**src/rtl/console_pkg.sv**
```systemverilog
package console_pkg;
    typedef enum logic {RX_EMPTY, RX_FULL} rx_state_t;
    typedef enum logic {TX_IDLE, TX_SEND} tx_state_t;
    typedef enum logic [1:0] {
        SLOT_RXCTL = 2'd0,
        SLOT_RXDAT = 2'd1,
        SLOT_TXCTL = 2'd2,
        SLOT_TXDAT = 2'd3
    } slot_t;
    localparam int READY_BIT = 0;
    localparam int IE_BIT    = 1;
    localparam int NUM_SLOTS = 4;
endpackage

```
**src/rtl/console_decode.sv**
```systemverilog
module console_decode #(
    parameter int          ADDR_W = 32,
    parameter logic [31:0] BASE   = 32'hFFFF_0000
) (
    input  logic              sel,
    input  logic              we,
    input  logic [ADDR_W-1:0] addr,
    output logic [3:0]        rd_hit,
    output logic [3:0]        wr_hit
);
    localparam int SLOT_LSB = 2;
    localparam logic [ADDR_W-1:0] BASE_A = BASE[ADDR_W-1:0];

    logic in_window;
    logic [1:0] slot;

    always_comb begin
        in_window = sel && (addr[ADDR_W-1:4] == BASE_A[ADDR_W-1:4])
                        && (addr[1:0] == 2'b00);
        slot = addr[SLOT_LSB+1:SLOT_LSB];
    end

    for (genvar i = 0; i < 4; i++) begin : g_slot
        assign rd_hit[i] = in_window && !we && (slot == 2'(i));
        assign wr_hit[i] = in_window &&  we && (slot == 2'(i));
    end
endmodule

```
**src/rtl/console_rx.sv**
```systemverilog
module console_rx
    import console_pkg::*;
#(
    parameter int BYTE_W = 8
) (
    input  logic              clk,
    input  logic              rst_n,
    input  logic              kbd_valid,
    input  logic [BYTE_W-1:0] kbd_byte,
    input  logic              consume,
    output logic              ready,
    output logic [BYTE_W-1:0] data
);
    rx_state_t state, state_nx;
    logic [BYTE_W-1:0] hold;

    always_ff @(posedge clk) begin
        if (!rst_n) begin
            state <= RX_EMPTY;
            hold  <= '0;
        end else begin
            state <= state_nx;
            if (kbd_valid) hold <= kbd_byte;
        end
    end

    always_comb begin
        state_nx = state;
        unique case (state)
            RX_EMPTY: if (kbd_valid) state_nx = RX_FULL;
            RX_FULL:  if (consume && !kbd_valid) state_nx = RX_EMPTY;
            default:  state_nx = RX_EMPTY;
        endcase
    end

    always_comb begin
        ready = (state == RX_FULL);
        data  = hold;
    end
endmodule

```
**src/rtl/console_tx.sv**
```systemverilog
module console_tx
    import console_pkg::*;
#(
    parameter int BYTE_W = 8
) (
    input  logic              clk,
    input  logic              rst_n,
    input  logic              start,
    input  logic [BYTE_W-1:0] wbyte,
    input  logic              done,
    output logic              ready,
    output logic              out_valid,
    output logic [BYTE_W-1:0] out_byte
);
    tx_state_t state, state_nx;
    logic [BYTE_W-1:0] hold;
    logic take;

    always_comb take = start && (state == TX_IDLE);

    always_ff @(posedge clk) begin
        if (!rst_n) begin
            state <= TX_IDLE;
            hold  <= '0;
        end else begin
            state <= state_nx;
            if (take) hold <= wbyte;
        end
    end

    always_comb begin
        state_nx = state;
        unique case (state)
            TX_IDLE: if (start) state_nx = TX_SEND;
            TX_SEND: if (done)  state_nx = TX_IDLE;
            default: state_nx = TX_IDLE;
        endcase
    end

    always_comb begin
        ready     = (state == TX_IDLE);
        out_valid = (state == TX_SEND);
        out_byte  = hold;
    end
endmodule

```
**src/rtl/console_mmio_regs.sv**
```systemverilog
module console_mmio_regs
    import console_pkg::*;
#(
    parameter int          ADDR_W = 32,
    parameter int          DATA_W = 32,
    parameter int          BYTE_W = 8,
    parameter logic [31:0] BASE   = 32'hFFFF_0000
) (
    input  logic              clk,
    input  logic              rst_n,
    input  logic              bus_sel,
    input  logic              bus_we,
    input  logic [ADDR_W-1:0] bus_addr,
    input  logic [DATA_W-1:0] bus_wdata,
    output logic [DATA_W-1:0] bus_rdata,
    input  logic              kbd_valid,
    input  logic [BYTE_W-1:0] kbd_byte,
    output logic              disp_valid,
    output logic [BYTE_W-1:0] disp_byte,
    input  logic              disp_done,
    output logic              irq
);
    logic [3:0] rd_hit, wr_hit;
    logic rx_ready, tx_ready, rx_ie, tx_ie;
    logic [BYTE_W-1:0] rx_data;

    console_decode #(.ADDR_W(ADDR_W), .BASE(BASE)) u_dec (
        .sel(bus_sel), .we(bus_we), .addr(bus_addr),
        .rd_hit(rd_hit), .wr_hit(wr_hit)
    );

    console_rx #(.BYTE_W(BYTE_W)) u_rx (
        .clk(clk), .rst_n(rst_n),
        .kbd_valid(kbd_valid), .kbd_byte(kbd_byte),
        .consume(rd_hit[SLOT_RXDAT]),
        .ready(rx_ready), .data(rx_data)
    );

    console_tx #(.BYTE_W(BYTE_W)) u_tx (
        .clk(clk), .rst_n(rst_n),
        .start(wr_hit[SLOT_TXDAT]), .wbyte(bus_wdata[BYTE_W-1:0]),
        .done(disp_done),
        .ready(tx_ready), .out_valid(disp_valid), .out_byte(disp_byte)
    );

    always_ff @(posedge clk) begin
        if (!rst_n) begin
            rx_ie <= 1'b0;
            tx_ie <= 1'b0;
        end else begin
            if (wr_hit[SLOT_RXCTL]) rx_ie <= bus_wdata[IE_BIT];
            if (wr_hit[SLOT_TXCTL]) tx_ie <= bus_wdata[IE_BIT];
        end
    end

    always_comb begin
        bus_rdata = '0;
        unique case (1'b1)
            rd_hit[SLOT_RXCTL]: begin
                bus_rdata[READY_BIT] = rx_ready;
                bus_rdata[IE_BIT]    = rx_ie;
            end
            rd_hit[SLOT_RXDAT]: bus_rdata[BYTE_W-1:0] = rx_data;
            rd_hit[SLOT_TXCTL]: begin
                bus_rdata[READY_BIT] = tx_ready;
                bus_rdata[IE_BIT]    = tx_ie;
            end
            default: bus_rdata = '0;
        endcase
    end

    always_comb irq = (rx_ready && rx_ie) || (tx_ready && tx_ie);
endmodule

```
**config.mk**
```make
export PLATFORM = sky130hd
export DESIGN_NAME = console_mmio_regs
export DESIGN_NICKNAME = d
export VERILOG_FILES = /design/src/rtl/console_pkg.sv /design/src/rtl/console_decode.sv /design/src/rtl/console_rx.sv /design/src/rtl/console_tx.sv /design/src/rtl/console_mmio_regs.sv
export SDC_FILE = /design/constraint.sdc
export NUM_CORES = 1
export LEC_CHECK = 0
export ABC_AREA = 0
export ABC_CLOCK_PERIOD_IN_PS = 2400
export CORE_AREA = 5 5 71 73
export CTS_CLUSTER_SIZE = 40
export DETAILED_ROUTE_END_ITERATION = 16
export DIE_AREA = 0 0 76 78
export GPL_TIMING_DRIVEN = 0
export PLACE_DENSITY = 0.83
export SYNTH_ARGS = -nofsm -noshare
export SYNTH_HDL_FRONTEND = slang
export SYNTH_SLANG_ARGS = --single-unit
```
**constraint.sdc**
```tcl
create_clock -name clk -period 2.4 [get_ports clk]
set_input_delay 0.36 -clock clk [delete_from_list [all_inputs] [get_ports clk]]
set_output_delay 0.36 -clock clk [all_outputs]
set_load 0.01 [all_outputs]
```
Word-level counts from Yosys, hierarchy flattened

Index checks and enable logic that the tools add are counted.

Register bits after elaboration: 20
Input bits: 78
Word-level logic and storage cells: 39

Equal/unequal tests: 4
Muxes and demuxes: 8
Bitwise gates (word level): 2
Reduce and logical (&&, ||, !) cells: 19

Operators by type and width:

| operator             | count |
|---|---|
| $eq 28x28->1 const B | 1 |
| $logic_and 1x1->1    | 14 |
| $mux 6               | 1 |
| $pmux 2 s3           | 1 |
| $eq 2x2->1 const B   | 2 |
| $logic_not 2->1      | 2 |
| $mux 1               | 4 |
| $pmux 1 s2           | 2 |
| $eq 2x1->1 const B   | 1 |
| $logic_not 1->1      | 2 |
| $not 1->1            | 2 |
| $logic_or 1x1->1     | 1 |

Logic depth before layout (Yosys ltp)

Word-level depth: 8
Mapped depth: 5

Cells and area by module

From an unflattened synthesis, not the netlist that was laid out.

Cell total of the unflattened synthesis: 135
Area total of the unflattened synthesis: 1217.4 µm²

By module, submodules not included:

| module            | instances | cells each | area an instance (µm²) |
|---|---|---|---|
| console_tx        | 1         | 40         | 380.4 |
| console_mmio_regs | 1         | 42         | 337.8 |
| console_rx        | 1         | 28         | 335.3 |
| console_decode    | 1         | 25         | 163.9 |

Worst setup path after synthesis

Ideal clock, no wire load.

Path kind: input to output
Start: in bus_addr[1]
End: out bus_rdata[2]
Arrival time: 1.656 ns
Data required time: 2.040 ns
Path slack: 0.384 ns
Stages: 4
Path buffers: 0
Cells stage by stage: or4b_4 > nor4_4 > and4b_1 > and2_1

Word-level cells in the longest chain between the ends: 5

Ends and longest elaborated chain:

| what                            | RTL line                | text |
|---|---|---|
| start, declared                 | console_mmio_regs.sv:13 | `input logic [ADDR_W-1:0] bus_addr,` |
| $logic_not 2->1                 | console_decode.sv:19    | `&& (addr[1:0] == 2'b00);` |
| $logic_and 1x1->1               | console_decode.sv:19    |  |
| $logic_and 1x1->1 (2 in series) | console_decode.sv:24    | `assign rd_hit[i] = in_window && !we && (slot == 2'(i));` |
| $mux 6                          | console_mmio_regs.sv:58 | `unique case (1'b1)` |
| end, declared                   | console_mmio_regs.sv:15 | `output logic [DATA_W-1:0] bus_rdata,` |

Every way passes these cells.

Final worst setup path

Start: in bus_addr[7]
End: out bus_rdata[6]

Word-level cells in the longest chain between the ends: 6

Ends and longest elaborated chain:

| what                            | RTL line                | text |
|---|---|---|
| $eq 28x28->1                    | console_decode.sv:18    | `in_window = sel && (addr[ADDR_W-1:4] == BASE_A[ADDR_W-1:4])` |
| $logic_and 1x1->1               | console_decode.sv:18    |  |
| $logic_and 1x1->1               | console_decode.sv:19    |  |
| $logic_and 1x1->1 (2 in series) | console_decode.sv:24    |  |
| $mux 6                          | console_mmio_regs.sv:58 |  |

Every way passes these cells.

==> report_table.html <==
<table>
<tr><th>Metric</th><th>Value</th></tr>
<tr><th colspan="2">Final layout</th></tr>
<tr><td>Footprint of the flip-flops and latches</td><td>roughly 400 um^2</td></tr>
<tr><td>P&amp;R area growth vs syn</td><td>73.2%</td></tr>
<tr><td>Final layout net count</td><td>~310</td></tr>
<tr><td>Finished layout cell area</td><td>approximately 0.0021 mm^2</td></tr>
<tr><td>Share of final-layout standard cells stronger than drive strength 1</td><td>0.221</td></tr>
<tr><td>Most common library cell in the layout ignoring fill and taps</td><td>clkdlybuf4s50_1</td></tr>
<tr><td>Top library cells by usage in the layout, fill and taps aside</td><td>46 x clkdlybuf4s50_1, 27 x buf_4, 24 x conb_1, 20 x nand2_1, 20 x dfxtp_1</td></tr>
<tr><td>Total area of multi-input combinational cells</td><td>701 um^2</td></tr>
<tr><td>N_diodes</td><td>0</td></tr>
<tr><td>Filler Cell Count</td><td>around 400</td></tr>
<tr><th colspan="2">Global route</th></tr>
<tr><td>Met2 Usage GRT</td><td>0.176</td></tr>
<tr><td>Met1 Use GR</td><td>0.127</td></tr>
<tr><td>Global route overflow</td><td>0</td></tr>
<tr><td>Wire length of the first global-routing pass</td><td>about 5300 um</td></tr>
<tr><td>Largest net degree at the start of global routing</td><td>12</td></tr>
<tr><td>Most utilized layer in the global route result</td><td>met2</td></tr>
<tr><td>Number of global-route vias before repair</td><td>1,142</td></tr>
<tr><td>Antenna violations before repair</td><td>0</td></tr>
<tr><td>Met3 usage</td><td>0.0556</td></tr>
<tr><td>Combined global-route utilization of all metal layers</td><td>0.107</td></tr>
<tr><th colspan="2">Routing</th></tr>
<tr><td>Count of unresolved DRC violations after routing</td><td>0</td></tr>
<tr><td>Detailed Routing Iterations Pass 1</td><td>4</td></tr>
<tr><td>Via total after detailed routing</td><td>around 1,200</td></tr>
<tr><td>Detailed Route WL</td><td>3280 um</td></tr>
<tr><td>Number of nets with antenna violations after detailed routing</td><td>0</td></tr>
<tr><td>Average via count per standard cell</td><td>between 4 and 5</td></tr>
<tr><td>DRC violation total after the first TritonRoute iteration</td><td>22</td></tr>
<tr><td>Routed len/inst</td><td>about 11 um</td></tr>
<tr><th colspan="2">Timing</th></tr>
<tr><td>Normalized max-slew margin</td><td>0.572</td></tr>
<tr><td>Final count of pins violating max slew</td><td>0</td></tr>
<tr><td>Fraction of the cycle the final worst path needs</td><td>0.954</td></tr>
<tr><td>Worst clock skew on the final layout</td><td>between 0.001 and 0.0015 ns</td></tr>
<tr><td>Worst slack on hold paths</td><td>0.463 ns</td></tr>
<tr><td>Final-report hold violation count</td><td>0</td></tr>
<tr><td>Fin crit period</td><td>~2.3 ns</td></tr>
<tr><td>Setup repair after global routing missed its margin</td><td>false</td></tr>
<tr><td>Max Clk Rate</td><td>0.437 GHz</td></tr>
<tr><td>Slew @ Worst Pin</td><td>between 0.6 and 0.7 ns</td></tr>
<tr><td>Setup TNS</td><td>0 ns</td></tr>
<tr><td>Final count of negative-setup-slack endpoints</td><td>0</td></tr>
<tr><th colspan="2">Yosys</th></tr>
<tr><td>Cell area after synthesis</td><td>~0.0012 mm^2</td></tr>
<tr><td>Multiplexer share of the synthesized area</td><td>0.157</td></tr>
<tr><td>Number of distinct library cells after synthesis</td><td>24</td></tr>
<tr><td>Xor/xnor share of the synthesized area</td><td>0</td></tr>
<tr><td>Gate count after technology mapping</td><td>approximately 140</td></tr>
<tr><td>Synth Register Bits</td><td>20</td></tr>
<tr><td>Compound-gate portion of the synthesized area</td><td>0.0310</td></tr>
<tr><td>Fraction of the mapped netlist area in adder cells</td><td>0</td></tr>
<tr><td>Dominant combinational cell family by area after synthesis</td><td>simple AND/OR/NAND/NOR gates</td></tr>
<tr><td>Synth warnings</td><td>0</td></tr>
<tr><td>Sequential-to-total area share from yosys stat</td><td>0.331</td></tr>
<tr><td>Average size of a mapped cell</td><td>8.91 um^2</td></tr>
<tr><td>Simple-gate share of the synthesized area</td><td>0.302</td></tr>
<tr><th colspan="2">Pwr</th></tr>
<tr><td>Gate power share</td><td>0.222</td></tr>
<tr><td>Proportion of total power due to net switching</td><td>0.223</td></tr>
<tr><td>Leakage power</td><td>roughly 1.0 nW</td></tr>
<tr><td>Post-layout power</td><td>a little under 0.8 mW</td></tr>
<tr><td>Relative contribution of the clock network to total power</td><td>0.329</td></tr>
<tr><td>Maximum VDD drop</td><td>332 uV</td></tr>
<tr><td>Power dissipated by switching net loads</td><td>about 0.17 mW</td></tr>
<tr><td>Portion of total power attributed to sequential cells</td><td>0.449</td></tr>
<tr><td>Power density over cell area</td><td>366 mW/mm^2</td></tr>
<tr><td>Internal cell power</td><td>roughly 0.60 mW</td></tr>
<tr><th colspan="2">CTS</th></tr>
<tr><td>Clock insertion delay at the later pin of the skew report</td><td>0.25 ns</td></tr>
<tr><td>Buffer levels on the longest clock path</td><td>2</td></tr>
<tr><td>Number of buffers created by CTS</td><td>3</td></tr>
<tr><td>Total number of H-tree levels</td><td>1</td></tr>
<tr><td>CTS sink count</td><td>20</td></tr>
<tr><td>Reg clk slew, reported paths</td><td>0.07 ns</td></tr>
<tr><td>Library cell used as clock root buffer</td><td>clkbuf_8</td></tr>
<tr><td>TritonCTS clock tree</td><td>yes</td></tr>
<tr><td>CTS Hold Bufs</td><td>0</td></tr>
<tr><th colspan="2">Floorplan</th></tr>
<tr><td>Standard-cell row count</td><td>24</td></tr>
<tr><td>Initial cell density of the core</td><td>0.282</td></tr>
<tr><td>Die Y</td><td>slightly below 80 um</td></tr>
<tr><td>CORE AREA</td><td>0.00429 mm^2</td></tr>
<tr><td>Die area</td><td>slightly below 0.006 mm^2</td></tr>
<tr><td>Die outline width</td><td>~76 um</td></tr>
<tr><td>Number of primary I/O pins</td><td>120</td></tr>
<tr><th colspan="2">Flow run</th></tr>
<tr><td>Max-Cap Viols</td><td>0</td></tr>
<tr><th colspan="2">Placement</th></tr>
<tr><td>RePlAce Congestion</td><td>about 0.71</td></tr>
<tr><td>Placement-stage cell area</td><td>0.00205 mm^2</td></tr>
<tr><td>I/O Buffers</td><td>between 60 and 70</td></tr>
<tr><td>HPWL after DPL</td><td>between 2000 and 3000 um</td></tr>
<tr><th colspan="2">Worst setup path</th></tr>
<tr><td>Worst setup EP type</td><td>output port</td></tr>
<tr><td>Arrival time of data at the critical path endpoint</td><td>1.93 ns</td></tr>
<tr><td>Cell count of the worst reg-to-reg path</td><td>4</td></tr>
<tr><td>CP Data Required Time</td><td>2.04 ns</td></tr>
<tr><td>WS Path Type</td><td>input port to output port</td></tr>
<tr><td>Worst-path maximum fanout</td><td>7</td></tr>
<tr><td>Setup crit start kind</td><td>input port</td></tr>
<tr><th colspan="2">Min path</th></tr>
<tr><td>Cells on Worst Hold Path</td><td>2</td></tr>
<tr><td>Class of the tightest hold or removal check</td><td>flop to flop</td></tr>
<tr><th colspan="2">Run status</th></tr>
<tr><td>Outcome</td><td>completed</td></tr>
</table>
[state kept, by name, summed over array words and instances, names as in the netlist]
name	flops
u_tx.out_byte	8
rx_ie	1
tx_ie	1
u_tx.out_valid	1
u_rx.data	8
u_rx.ready	1
[cell type report]
| class | instances | share of cell area |
|---|---|---|
| Sequential cell | 20 | 0.191 |
| Clock buffer | 4 | 0.0262 |
| Timing Repair Buffer | 72 | 0.316 |
| Tap cell | 52 | 0.0310 |
| Buffer | 29 | 0.0984 |
| Inverter | 2 | 0.00358 |
| Multi-Input combinational cell | 108 | 0.334 |
[final timing paths]
check / start / to / slack [ns]
max reg2reg: u_tx.out_valid / u_tx.out_byte[7] / 1.25
min reg2reg: u_tx.out_byte[0] / u_tx.out_byte[0] / 0.46
max: bus_addr[7] / bus_rdata[6] / 0.11
min: u_tx.out_byte[0] / u_tx.out_byte[0] / 0.46
[per-layer routing]
metal	wire, um	up-vias
li1	-	609
met1	1400	494
met2	1490	61
met3	378	2
met4	7	0
met5	0	-
[kinds of logic (layout without fill, tap and decap cells)]
group / count (synthesis) / after routing
DFF: 20 / 20
and+or+nand+nor: 58 / 58
AOI/OAI and AO/OA: 7 / 7
other: 1 / 24
muxes: 19 / 19
buffers and inverters: 31 / 107
[metrics by stage]
step / setup slack, ns / utilization / std cells
2_1_floorplan: 0.384 / - / 159
3_3_place_gp: -0.747 / 0.478 / 280
3_5_place_dp: -0.752 / 0.478 / 280
4_1_cts: 0.0128 / 0.494 / 288
5_1_grt: 0.00596 / 0.489 / 287
6_report: 0.110 / 0.489 / 287
[repair_timing]
| action | CTS | global route |
|---|---|---|
| gates resized for setup | 51 | 13 |
| setup buffers | 4 | 0 |
| endpoints found under the setup margin | 8 | 4 |
| pin swaps | 11 | 3 |
| cloned | 0 | 0 |
[cells in the mapped netlist]
cell type | number | area share
buf_4 | 24 | 0.15
or4b_4 | 2 | 0.023
and2_1 | 6 | 0.031
nand2_1 | 20 | 0.062
buf_6 | 1 | 0.0093
o21ai_0 | 2 | 0.0083
and3b_1 | 1 | 0.0072
nor4_4 | 2 | 0.035
clkbuf_1 | 4 | 0.012
dfxtp_1 | 20 | 0.33
or4b_1 | 1 | 0.0083
and4b_1 | 1 | 0.0083
inv_1 | 2 | 0.0062
nor3_1 | 2 | 0.0083
a21boi_1 | 1 | 0.0062
nand4b_1 | 2 | 0.014
nand4_1 | 5 | 0.026
nor2b_1 | 10 | 0.052
conb_1 | 1 | 0.0031
nand2b_1 | 3 | 0.015
mux2i_1 | 19 | 0.16
nor2_1 | 2 | 0.0062
a21oi_1 | 4 | 0.017
or3_1 | 1 | 0.0052
[critical path, cell delays in order]
cell,delay [ns]
clkdlybuf4s15_1,0.16
or4b_4,0.49
nor4_4,0.30
and4b_2,0.34
and2_4,0.16
buf_2,0.12
[power groups by stage]
stage               Sequential (mW)  Combinational, mW  Clock, mW
finish                        0.345              0.171      0.253
global route                  0.346              0.186      0.275
CTS                           0.345              0.171      0.264
detailed placement            0.353              0.176          0
global placement              0.352              0.173          0
floorplan                     0.352             0.0838          0
(Power assumes the default switching activity.)
